## src/rtl/eeprom_rd_seq.sv

```systemverilog
module eeprom_rd_seq #(
  parameter logic [7:0] CLK_DIV  = 8'h24,
  parameter logic [3:0] DEV_TYPE = 4'hA
) (
  input  logic        clk,
  input  logic        rst_n,
  input  logic        go,
  input  logic [10:0] byte_addr,
  output logic [7:0]  data_out,
  output logic        done,
  output logic        err,
  output logic        bus_wr,
  output logic        bus_rd,
  output logic [1:0]  bus_sel,
  output logic [7:0]  bus_wdata,
  input  logic [7:0]  bus_rdata
);
  localparam logic [1:0] SEL_RST = 2'd0, SEL_DIV = 2'd1, SEL_CTL = 2'd2, SEL_DAT = 2'd3;
  localparam logic [7:0] C_EN = 8'h40, C_START = 8'h20, C_STOP = 8'h10;
  localparam int FLAG_BIT = 3;
  localparam logic [2:0] LAST = 3'd5;

  typedef enum logic [3:0] {
    S_IDLE, S_RST, S_DIV, S_EN, S_DATA, S_KICK, S_POLL, S_STAT, S_FETCH, S_STOP, S_DONE
  } st_t;

  st_t        st;
  logic [2:0] step;
  logic [10:0] addr_q;
  logic [7:0] byte_q;
  logic       err_q;

  logic [7:0] dev_byte, exp_code, ctl_val, dat_val;
  logic       has_data;

  assign dev_byte = {DEV_TYPE, addr_q[10:8], 1'b0};

  always_comb begin
    has_data = 1'b0;
    dat_val  = 8'h00;
    ctl_val  = C_EN;
    exp_code = 8'h00;
    case (step)
      3'd0: begin ctl_val = C_EN | C_START; exp_code = 8'h08; end
      3'd1: begin has_data = 1'b1; dat_val = dev_byte; exp_code = 8'h18; end
      3'd2: begin has_data = 1'b1; dat_val = addr_q[7:0]; exp_code = 8'h28; end
      3'd3: begin ctl_val = C_EN | C_START; exp_code = 8'h10; end
      3'd4: begin has_data = 1'b1; dat_val = dev_byte | 8'h01; exp_code = 8'h40; end
      default: begin exp_code = 8'h58; end
    endcase
  end

  always_ff @(posedge clk) begin
    if (!rst_n) begin
      st     <= S_IDLE;
      step   <= 3'd0;
      addr_q <= '0;
      byte_q <= 8'h00;
      err_q  <= 1'b0;
    end else begin
      case (st)
        S_IDLE: if (go) begin
          st     <= S_RST;
          addr_q <= byte_addr;
          step   <= 3'd0;
          err_q  <= 1'b0;
        end
        S_RST:  st <= S_DIV;
        S_DIV:  st <= S_EN;
        S_EN:   st <= S_KICK;
        S_DATA: st <= S_KICK;
        S_KICK: st <= S_POLL;
        S_POLL: if (bus_rdata[FLAG_BIT]) st <= S_STAT;
        S_STAT: begin
          if (bus_rdata != exp_code) begin
            err_q  <= 1'b1;
            byte_q <= 8'hFF;
            st     <= S_STOP;
          end else if (step == LAST) begin
            st <= S_FETCH;
          end else begin
            step <= step + 3'd1;
            st   <= (step == 3'd0 || step == 3'd1 || step == 3'd3) ? S_DATA : S_KICK;
          end
        end
        S_FETCH: begin byte_q <= bus_rdata; st <= S_STOP; end
        S_STOP:  st <= S_DONE;
        default: st <= S_IDLE;
      endcase
    end
  end

  always_comb begin
    bus_wr    = 1'b0;
    bus_rd    = 1'b0;
    bus_sel   = SEL_CTL;
    bus_wdata = 8'h00;
    case (st)
      S_RST:   begin bus_wr = 1'b1; bus_sel = SEL_RST; end
      S_DIV:   begin bus_wr = 1'b1; bus_sel = SEL_DIV; bus_wdata = CLK_DIV; end
      S_EN:    begin bus_wr = 1'b1; bus_wdata = C_EN; end
      S_DATA:  begin bus_wr = has_data; bus_sel = SEL_DAT; bus_wdata = dat_val; end
      S_KICK:  begin bus_wr = 1'b1; bus_wdata = ctl_val; end
      S_POLL:  bus_rd = 1'b1;
      S_STAT:  begin bus_rd = 1'b1; bus_sel = SEL_DIV; end
      S_FETCH: begin bus_rd = 1'b1; bus_sel = SEL_DAT; end
      S_STOP:  begin bus_wr = 1'b1; bus_wdata = C_EN | C_STOP; end
      default: ;
    endcase
  end

  assign done     = (st == S_DONE);
  assign err      = err_q;
  assign data_out = byte_q;


  init_order_chk: assert property (@(posedge clk) disable iff (!rst_n)
    (bus_wr && bus_sel == SEL_DIV) |-> $past(bus_wr && bus_sel == SEL_RST));

  err_byte_chk: assert property (@(posedge clk) disable iff (!rst_n)
    (done && err) |-> data_out == 8'hFF);

  stat_after_flag_chk: assert property (@(posedge clk) disable iff (!rst_n)
    (bus_rd && bus_sel == SEL_DIV) |-> $past(bus_rd && bus_sel == SEL_CTL && bus_rdata[FLAG_BIT]));

  stop_before_done_chk: assert property (@(posedge clk) disable iff (!rst_n)
    done |-> $past(bus_wr && bus_sel == SEL_CTL && bus_wdata[4]));

  done_pulse_chk: assert property (@(posedge clk) disable iff (!rst_n)
    done |=> !done);
endmodule

```

## config.mk

```make
export PLATFORM = sky130hd
export DESIGN_NAME = eeprom_rd_seq
export DESIGN_NICKNAME = d
export VERILOG_FILES = /design/src/rtl/eeprom_rd_seq.sv
export SDC_FILE = /design/constraint.sdc
export NUM_CORES = 1
export LEC_CHECK = 0
export ABC_AREA = 1
export CORE_AREA = 10 10 78 63
export CTS_CLUSTER_SIZE = 28
export DETAILED_ROUTE_END_ITERATION = 8
export DIE_AREA = 0 0 88 73
export PLACE_DENSITY = 0.83
export SKIP_LAST_GASP = 1
export SYNTH_ARGS = -nofsm -noshare
export SYNTH_HDL_FRONTEND = slang
export SYNTH_SLANG_ARGS = --single-unit
```

## constraint.sdc

```tcl
create_clock -name clk -period 2.75 [get_ports clk]
set_input_delay 0.55 -clock clk [delete_from_list [all_inputs] [get_ports clk]]
set_output_delay 0.55 -clock clk [all_outputs]
set_load 0.01 [all_outputs]
```

==> results of run 1 <==
==> where the power goes <==
| group | internal (mW) | switching, mW | leakage, nW |
|---|---|---|---|
| Combinational | 0.131 | 0.176 | 0.892 |
| Clock | 0.102 | 0.126 | 0.0255 |
| Sequential | 0.418 | 0.0225 | 0.222 |
==> layout by cell type, fill, tap and decap left out, types with 3 or more instances in the layout <==
cell type and count:
a21oi_1 21, buf_4 5, clkbuf_8 3, clkdlybuf4s50_1 38
dfxtp_1 24, dfxtp_2 3, dlymetal6s2s_1 3, ha_4 3
inv_1 50, inv_2 11, nand2_1 43, nand3_1 11
nand3b_1 10, nor2_1 27, nor2_2 4, nor2_4 6
o21ai_0 20, o21ai_1 3, o22ai_1 3
==> per-stage QoR <==
stage	cells	total power, mW
3_5_place_dp	347	0.733
2_1_floorplan	266	0.639
4_1_cts	351	0.962
6_report	353	0.975
5_1_grt	353	1.03
3_3_place_gp	347	0.728
==> worst paths after layout <==
check                         startpoint                     end
setup / recovery    step[0]$_SDFFE_PN0P_            bus_wdata[0]
hold / removal    addr_q[2]$_SDFFE_PN0P_  addr_q[2]$_SDFFE_PN0P_
setup reg to reg    step[0]$_SDFFE_PN0P_      st[0]$_SDFFE_PN0P_
hold reg to reg   addr_q[2]$_SDFFE_PN0P_  addr_q[2]$_SDFFE_PN0P_
==> cell families after synthesis <==
group	Yosys count	share of synthesized area [%]
AND/OR/NAND/NOR	110	31.3
buffers and inverters	70	16.6
AO/OA/AOI/OAI	54	17.4
flip-flops	27	31.1
adder cells (fa/ha/maj)	5	3.60
==> sequential cells by signal (all words and copies together) (netlist names) <==
name	count
st	4
err	1
data_out	8
addr_q	11
step	3
==> final cells by class <==
class / instances / share of cell area, %
Clock buffer: 3 / 1.77
Tap cell: 42 / 2.26
Inverter: 63 / 10.5
Sequential cell: 27 / 23.4
Timing Repair Buffer: 48 / 20.3
Clock inverter: 1 / 0.215
Multi-Input combinational cell: 169 / 41.6
==> critical path: cells and delay by family (launching register included) <==
kind	cells	cell delay, ns
flops	1	0.37
fa+ha+maj	1	0.18
compound gates	1	0.09
buf+inv	5	0.87
simple gates	2	0.29
==> repair_timing <==
| action | CTS | global route |
|---|---|---|
| endpoints found under the setup margin | 9 | 7 |
| buffers inserted | 0 | 2 |
| pin swaps | 0 | 1 |
| gates resized for setup | 8 | 14 |
==> routing by layer <==
| layer | up-vias | share of wire (%) |
|---|---|---|
| li1 | 923 | - |
| met1 | 765 | 46 |
| met2 | 51 | 48 |
| met3 | 2 | 5.9 |
| met4 | 0 | 0.76 |
| met5 | - | 0 |
==> flow_summary.json, run 1 <==
{
  "required_ns": 2.20,
  "die_w_um": 88,
  "hold_slack_ns": 0.472,
  "root_buffer": "clkbuf_8",
  "ir_drop_v": 0.000324,
  "drive_above_1_share_pct": 14.5,
  "overflow": 0,
  "start_kind": "flop",
  "cap_violations": 0,
  "status": "finished, final reports clean",
  "finalClockSkew_ns": 0.00251,
  "areaGrowthSynthToFinish_pct": 34.1,
  "fp.dieH_um": 73,
  "cts_max_level": 1,
  "hold_class": "flop to flop",
  "synth.net_count": 293,
  "ys_types": 32,
  "vias_per_cell": 4.93,
  "drtAntennaViolNets": 0,
  "multiInputGateArea_um2": 967,
  "nets": 339,
  "ys_ff_latch": 27,
  "grt_pass1_vias": 1516,
  "clkTransAtPathRegs_ns": 0.09,
  "rsz0062_at_grt": "no",
  "setup_viol": 0,
  "fin_ws_ns": 0.130,
  "powerDensity_nw_per_um2": 419,
  "async_flop_share_pct": 0,
  "port_buffers": 43,
  "seq_area_um2": 544,
  "dp_slack_ns": 0.144,
  "r2r_cells": 12,
  "setup.worst_path.class": "flop to primary output",
  "max_freq_mhz": 382,
  "grt_use_met1_pct": 18.0,
  "synth_commonest_cells": "inv_1, nand2_1, nor2_1, dfxtp_1, a21oi_1",
  "crit_path_max_incr_delay_ns": 0.53,
  "ys_top_cells_by_area": "dfxtp_1, inv_1, nand2_1, nor2_1, a21oi_1",
  "dp_hpwl_um": 3490,
  "num_vias": 1741,
  "tightest_slew_ns": 0.440,
  "syn_area_per_cell_um2": 6.52,
  "utilization_pct": 66.6,
  "initial_core_util_pct": 49.7,
  "cts_sinks": 27,
  "slew_violations": 0,
  "drtIter0Drc": 133,
  "setup_tns_ns": 0,
  "synth_edf_count": 0,
  "crit_arrival_ns": 2.07,
  "cp-end-kind": "primary output",
  "drt-pass1-iter-count": 5,
  "path_cells": "inv_2 > ha_4 > inv_2 > nor2_2 > inv_1 > nor2_4 > a22oi_1 > inv_1 > clkdlybuf4s50_1",
  "use_met2_pct": 21.3,
  "timing.final.crit_share_pct": 95.3,
  "numCtsBuffers": 3,
  "tritoncts": "done",
  "regToRegSetupSlack_ns": 0.89,
  "yosysSeqAreaShare_pct": 31.1,
  "track_usage_pct": 13.2,
  "diodes": 0,
  "row_count": 19,
  "synth_top_flop_cell": "dfxtp_1",
  "ctsHoldBuffers": 0,
  "clkLatencyLatePin_ns": 0.27,
  "p_leak_nw": 1.14,
  "yosysTopAreaCell": "dfxtp_1",
  "core_area_um2": 3490,
  "grt_max_degree": 20,
  "holdPathStages": 2,
  "wire_per_inst_um": 13.1,
  "pin_count": 44,
  "place_area_um2": 2200,
  "finalHoldViolations": 0,
  "routed_wl_um": 4630,
  "syn_inst": 266,
  "period_needed_ns": 2.62,
  "met3_usage_pct": 2.68,
  "drc": 0,
  "grt_pass1_wl_um": 7060,
  "worstPathMaxFanout": 5,
  "gp_congestion": 0.891,
  "fill_cells": 305,
  "fin_area_um2": 2330,
  "synth_top_area_share_pct": 31.1,
  "synth_most_common_cell": "inv_1",
  "relSlewSlack_pct": 70.7,
  "grt_busiest_layer": "met2",
  "yosysWarnings": 0,
  "die_area_um2": 6420,
  "netlist_area_um2": 1740,
  "antenna_found_initial": 0,
  "crit_slowest_cell": "clkdlybuf4s50_1",
  "cts_buffer_depth": 2
}
(Power assumes the default switching activity.)
==> inputs of run 2 (changes only) <==
ABC_CLOCK_PERIOD_IN_PS = 2750   (was unset)
CTS_CLUSTER_DIAMETER = 40   (was unset)
==> results of run 2 <==
Final layout, timing and power as in run 1 (identical DEF).
==> inputs of run 3 (changes only) <==
CORE_AREA = 10 10 108 86   (was 10 10 78 63)
CTS_CLUSTER_DIAMETER = unset   (was 40)
DIE_AREA = 0 0 118 96   (was 0 0 88 73)
PLACE_DENSITY = 0.45   (was 0.83)
TNS_END_PERCENT = 20   (was unset)
==> run 3 against run 2 <==
  * The flow now finishes with violations (negative setup slack)
  * Clock skew about the same
  * Die area increased by 76%
  * Cell count increased by 16%
  * Hold slack got worse by 0.0037 ns
  * Clock power increased by 2%
  * Routed wire length increased by 8.9%
  * Sequential power decreased by 1%
  * Largest cell class unchanged
==> flow_summary.json, run 3 (synthesis results as in run 1) <==
{
  "status": "complete, but fails checks",
  "wire_per_inst_um": 12.3,
  "start_kind": "flop",
  "relSlewSlack_pct": 69.1,
  "cp-end-kind": "primary output",
  "finalNonFillerCells": 411,
  "cts_max_level": 1,
  "drtAntennaViolNets": 0,
  "diodes": 0,
  "track_usage_pct": 9.09,
  "core_area_um2": 7160,
  "regToRegSetupSlack_ns": 0.77,
  "fill_cells": 827,
  "rsz0062_at_grt": "yes",
  "dp_slack_ns": 0.135,
  "fp.dieH_um": 96,
  "fin_ws_ns": -0.00521,
  "cellInternalPower_uw": 648,
  "r2r_cells": 12,
  "row_count": 27,
  "root_buffer": "clkbuf_8",
  "timing.final.crit_share_pct": 100,
  "fin_area_um2": 2360,
  "cts_buffer_depth": 2,
  "grt_pass1_vias": 1714,
  "p_clk_share_pct": 23.8,
  "slew_violations": 0,
  "routed_wl_um": 5040,
  "crit_path_max_incr_delay_ns": 0.55,
  "grt_pass1_wl_um": 8510,
  "swShare_pct": 33.2,
  "port_buffers": 43,
  "largest_reg_flops": 11,
  "vias_per_cell": 4.14,
  "combinationalPowerShare_pct": 31.2,
  "reg2reg_from": "step[2]$_SDFFE_PN0P_",
  "power_uw": 970,
  "cap_violations": 0,
  "crit_slowest_cell": "clkdlybuf4s50_1",
  "p_sw_uw": 322,
  "setup_viol": 1,
  "finalClockSkew_ns": 0.00291,
  "initial_core_util_pct": 24.2,
  "drtIter0Drc": 65,
  "finalHoldViolations": 0,
  "final_common_cell": "inv_1",
  "drc": 0,
  "path_cells": "inv_1 > ha_2 > inv_2 > nor2_2 > inv_1 > nor2_4 > inv_2 > o21ai_1 > clkdlybuf4s50_1",
  "violations": "negative setup slack",
  "tritoncts": "done",
  "place_area_um2": 2280,
  "p_leak_nw": 1.10,
  "cts_sinks": 27,
  "max_freq_mhz": 363,
  "numCtsBuffers": 3,
  "areaGrowthSynthToFinish_pct": 35.8,
  "pin_count": 44,
  "drive_above_1_share_pct": 12.3,
  "ir_drop_v": 0.000236,
  "clkLatencyLatePin_ns": 0.27,
  "r2r_end": "step[2]$_SDFFE_PN0P_",
  "num_vias": 1702,
  "clkTransAtPathRegs_ns": 0.10,
  "dp_hpwl_um": 4120,
  "regMostFlops": "addr_q",
  "setup.worst_path.class": "flop to primary output",
  "antenna_found_initial": 0,
  "drt-pass1-iter-count": 4,
  "nets": 338,
  "startpoint": "step[0]$_SDFFE_PN0P_",
  "placedCellCount": 407,
  "period_needed_ns": 2.76,
  "critPathCapture": "bus_wdata[4]",
  "grt_max_degree": 18,
  "die_w_um": 118,
  "p_seq_share_pct": 45.0,
  "gp_congestion": 0.867,
  "final_cell_mix": "inv_1, nand2_1, clkdlybuf4s50_1",
  "required_ns": 2.20,
  "worstPathMaxFanout": 5,
  "tightest_slew_ns": 0.460,
  "hold_class": "flop to flop",
  "crit_arrival_ns": 2.21,
  "overflow": 0,
  "powerDensity_nw_per_um2": 412,
  "die_area_um2": 11300
}
[run 3: cell types whose count changed in the layout (fill, tap and decap cells not counted), sizes merged]
| cell | change |
|---|---|
| dlymetal6s2s | -2 |
| dlygate4sd2 | -1 |
| clkdlybuf4s50 | +3 |
| buf | -1 |
[run 3: what timing repair did]
action / CTS / global route
gates resized for setup: 5 / 5
hold buffers: 0 / 0
endpoints found under the setup margin: 9 / 8
setup buffers: 0 / 0
[run 3: power by group through the flow]
| stage | clock, mW | combinational (mW) | sequential (mW) |
|---|---|---|---|
| after floorplan | 0 | 0.201 | 0.437 |
| after global placement | 0 | 0.296 | 0.445 |
| after detailed placement | 0 | 0.295 | 0.445 |
| after CTS | 0.244 | 0.301 | 0.436 |
| after global routing | 0.261 | 0.340 | 0.440 |
| final | 0.231 | 0.303 | 0.436 |
[run 3: stage by stage]
stage          TNS (ns)  hold WS, ns  util (%)
6_report       -0.00521        0.468      32.9
4_1_cts          -0.168        0.472      32.7
3_5_place_dp          0        0.457      31.8
2_1_floorplan         0        0.430         -
5_1_grt           -1.10        0.488      32.9
3_3_place_gp          0        0.450      31.8
[run 3: how the worst min path moves through the flow]
stage / startpoint / end / slack (ns) / cells after the start
finish: addr_q[3]$_SDFFE_PN0P_ / addr_q[3]$_SDFFE_PN0P_ / 0.47 / 2
global route: addr_q[6]$_SDFFE_PN0P_ / addr_q[6]$_SDFFE_PN0P_ / 0.49 / 2
CTS: addr_q[3]$_SDFFE_PN0P_ / addr_q[3]$_SDFFE_PN0P_ / 0.47 / 2
detailed placement: addr_q[2]$_SDFFE_PN0P_ / addr_q[2]$_SDFFE_PN0P_ / 0.46 / 2
global placement: addr_q[8]$_SDFFE_PN0P_ / addr_q[8]$_SDFFE_PN0P_ / 0.45 / 2
floorplan: addr_q[1]$_SDFFE_PN0P_ / addr_q[1]$_SDFFE_PN0P_ / 0.43 / 2
[run 3: final cells by class]
cell class	count	area [um2]	share of cell area, %
clock inverters	1	5.00	0.212
multi-input cells	169	937	39.8
well taps	101	126	5.36
inverters	63	244	10.4
repair buffers	47	462	19.6
flip-flops and latches	27	542	23.0
clock buffers	3	41.3	1.75
[run 3: worst max-delay path: cells and delay by family (launching register included)]
kind                       cells  cell delay, ns
AOI/OAI and AO/OA              1            0.11
adders and majority gates      1            0.26
buffers and inverters          5            0.90
DFF                            1            0.35
and+or+nand+nor                2            0.30
[run 3: per-layer routing]
| layer | vias up | part of all wire (%) | GRT usage (%) |
|---|---|---|---|
| li1 | 918 | - | - |
| met2 | 27 | 45 | 15.0 |
| met3 | 2 | 3.6 | 2.22 |
| met4 | 0 | 0.93 | 2.57 |
| met1 | 755 | 51 | 11.7 |
| met5 | - | 0 | 0 |
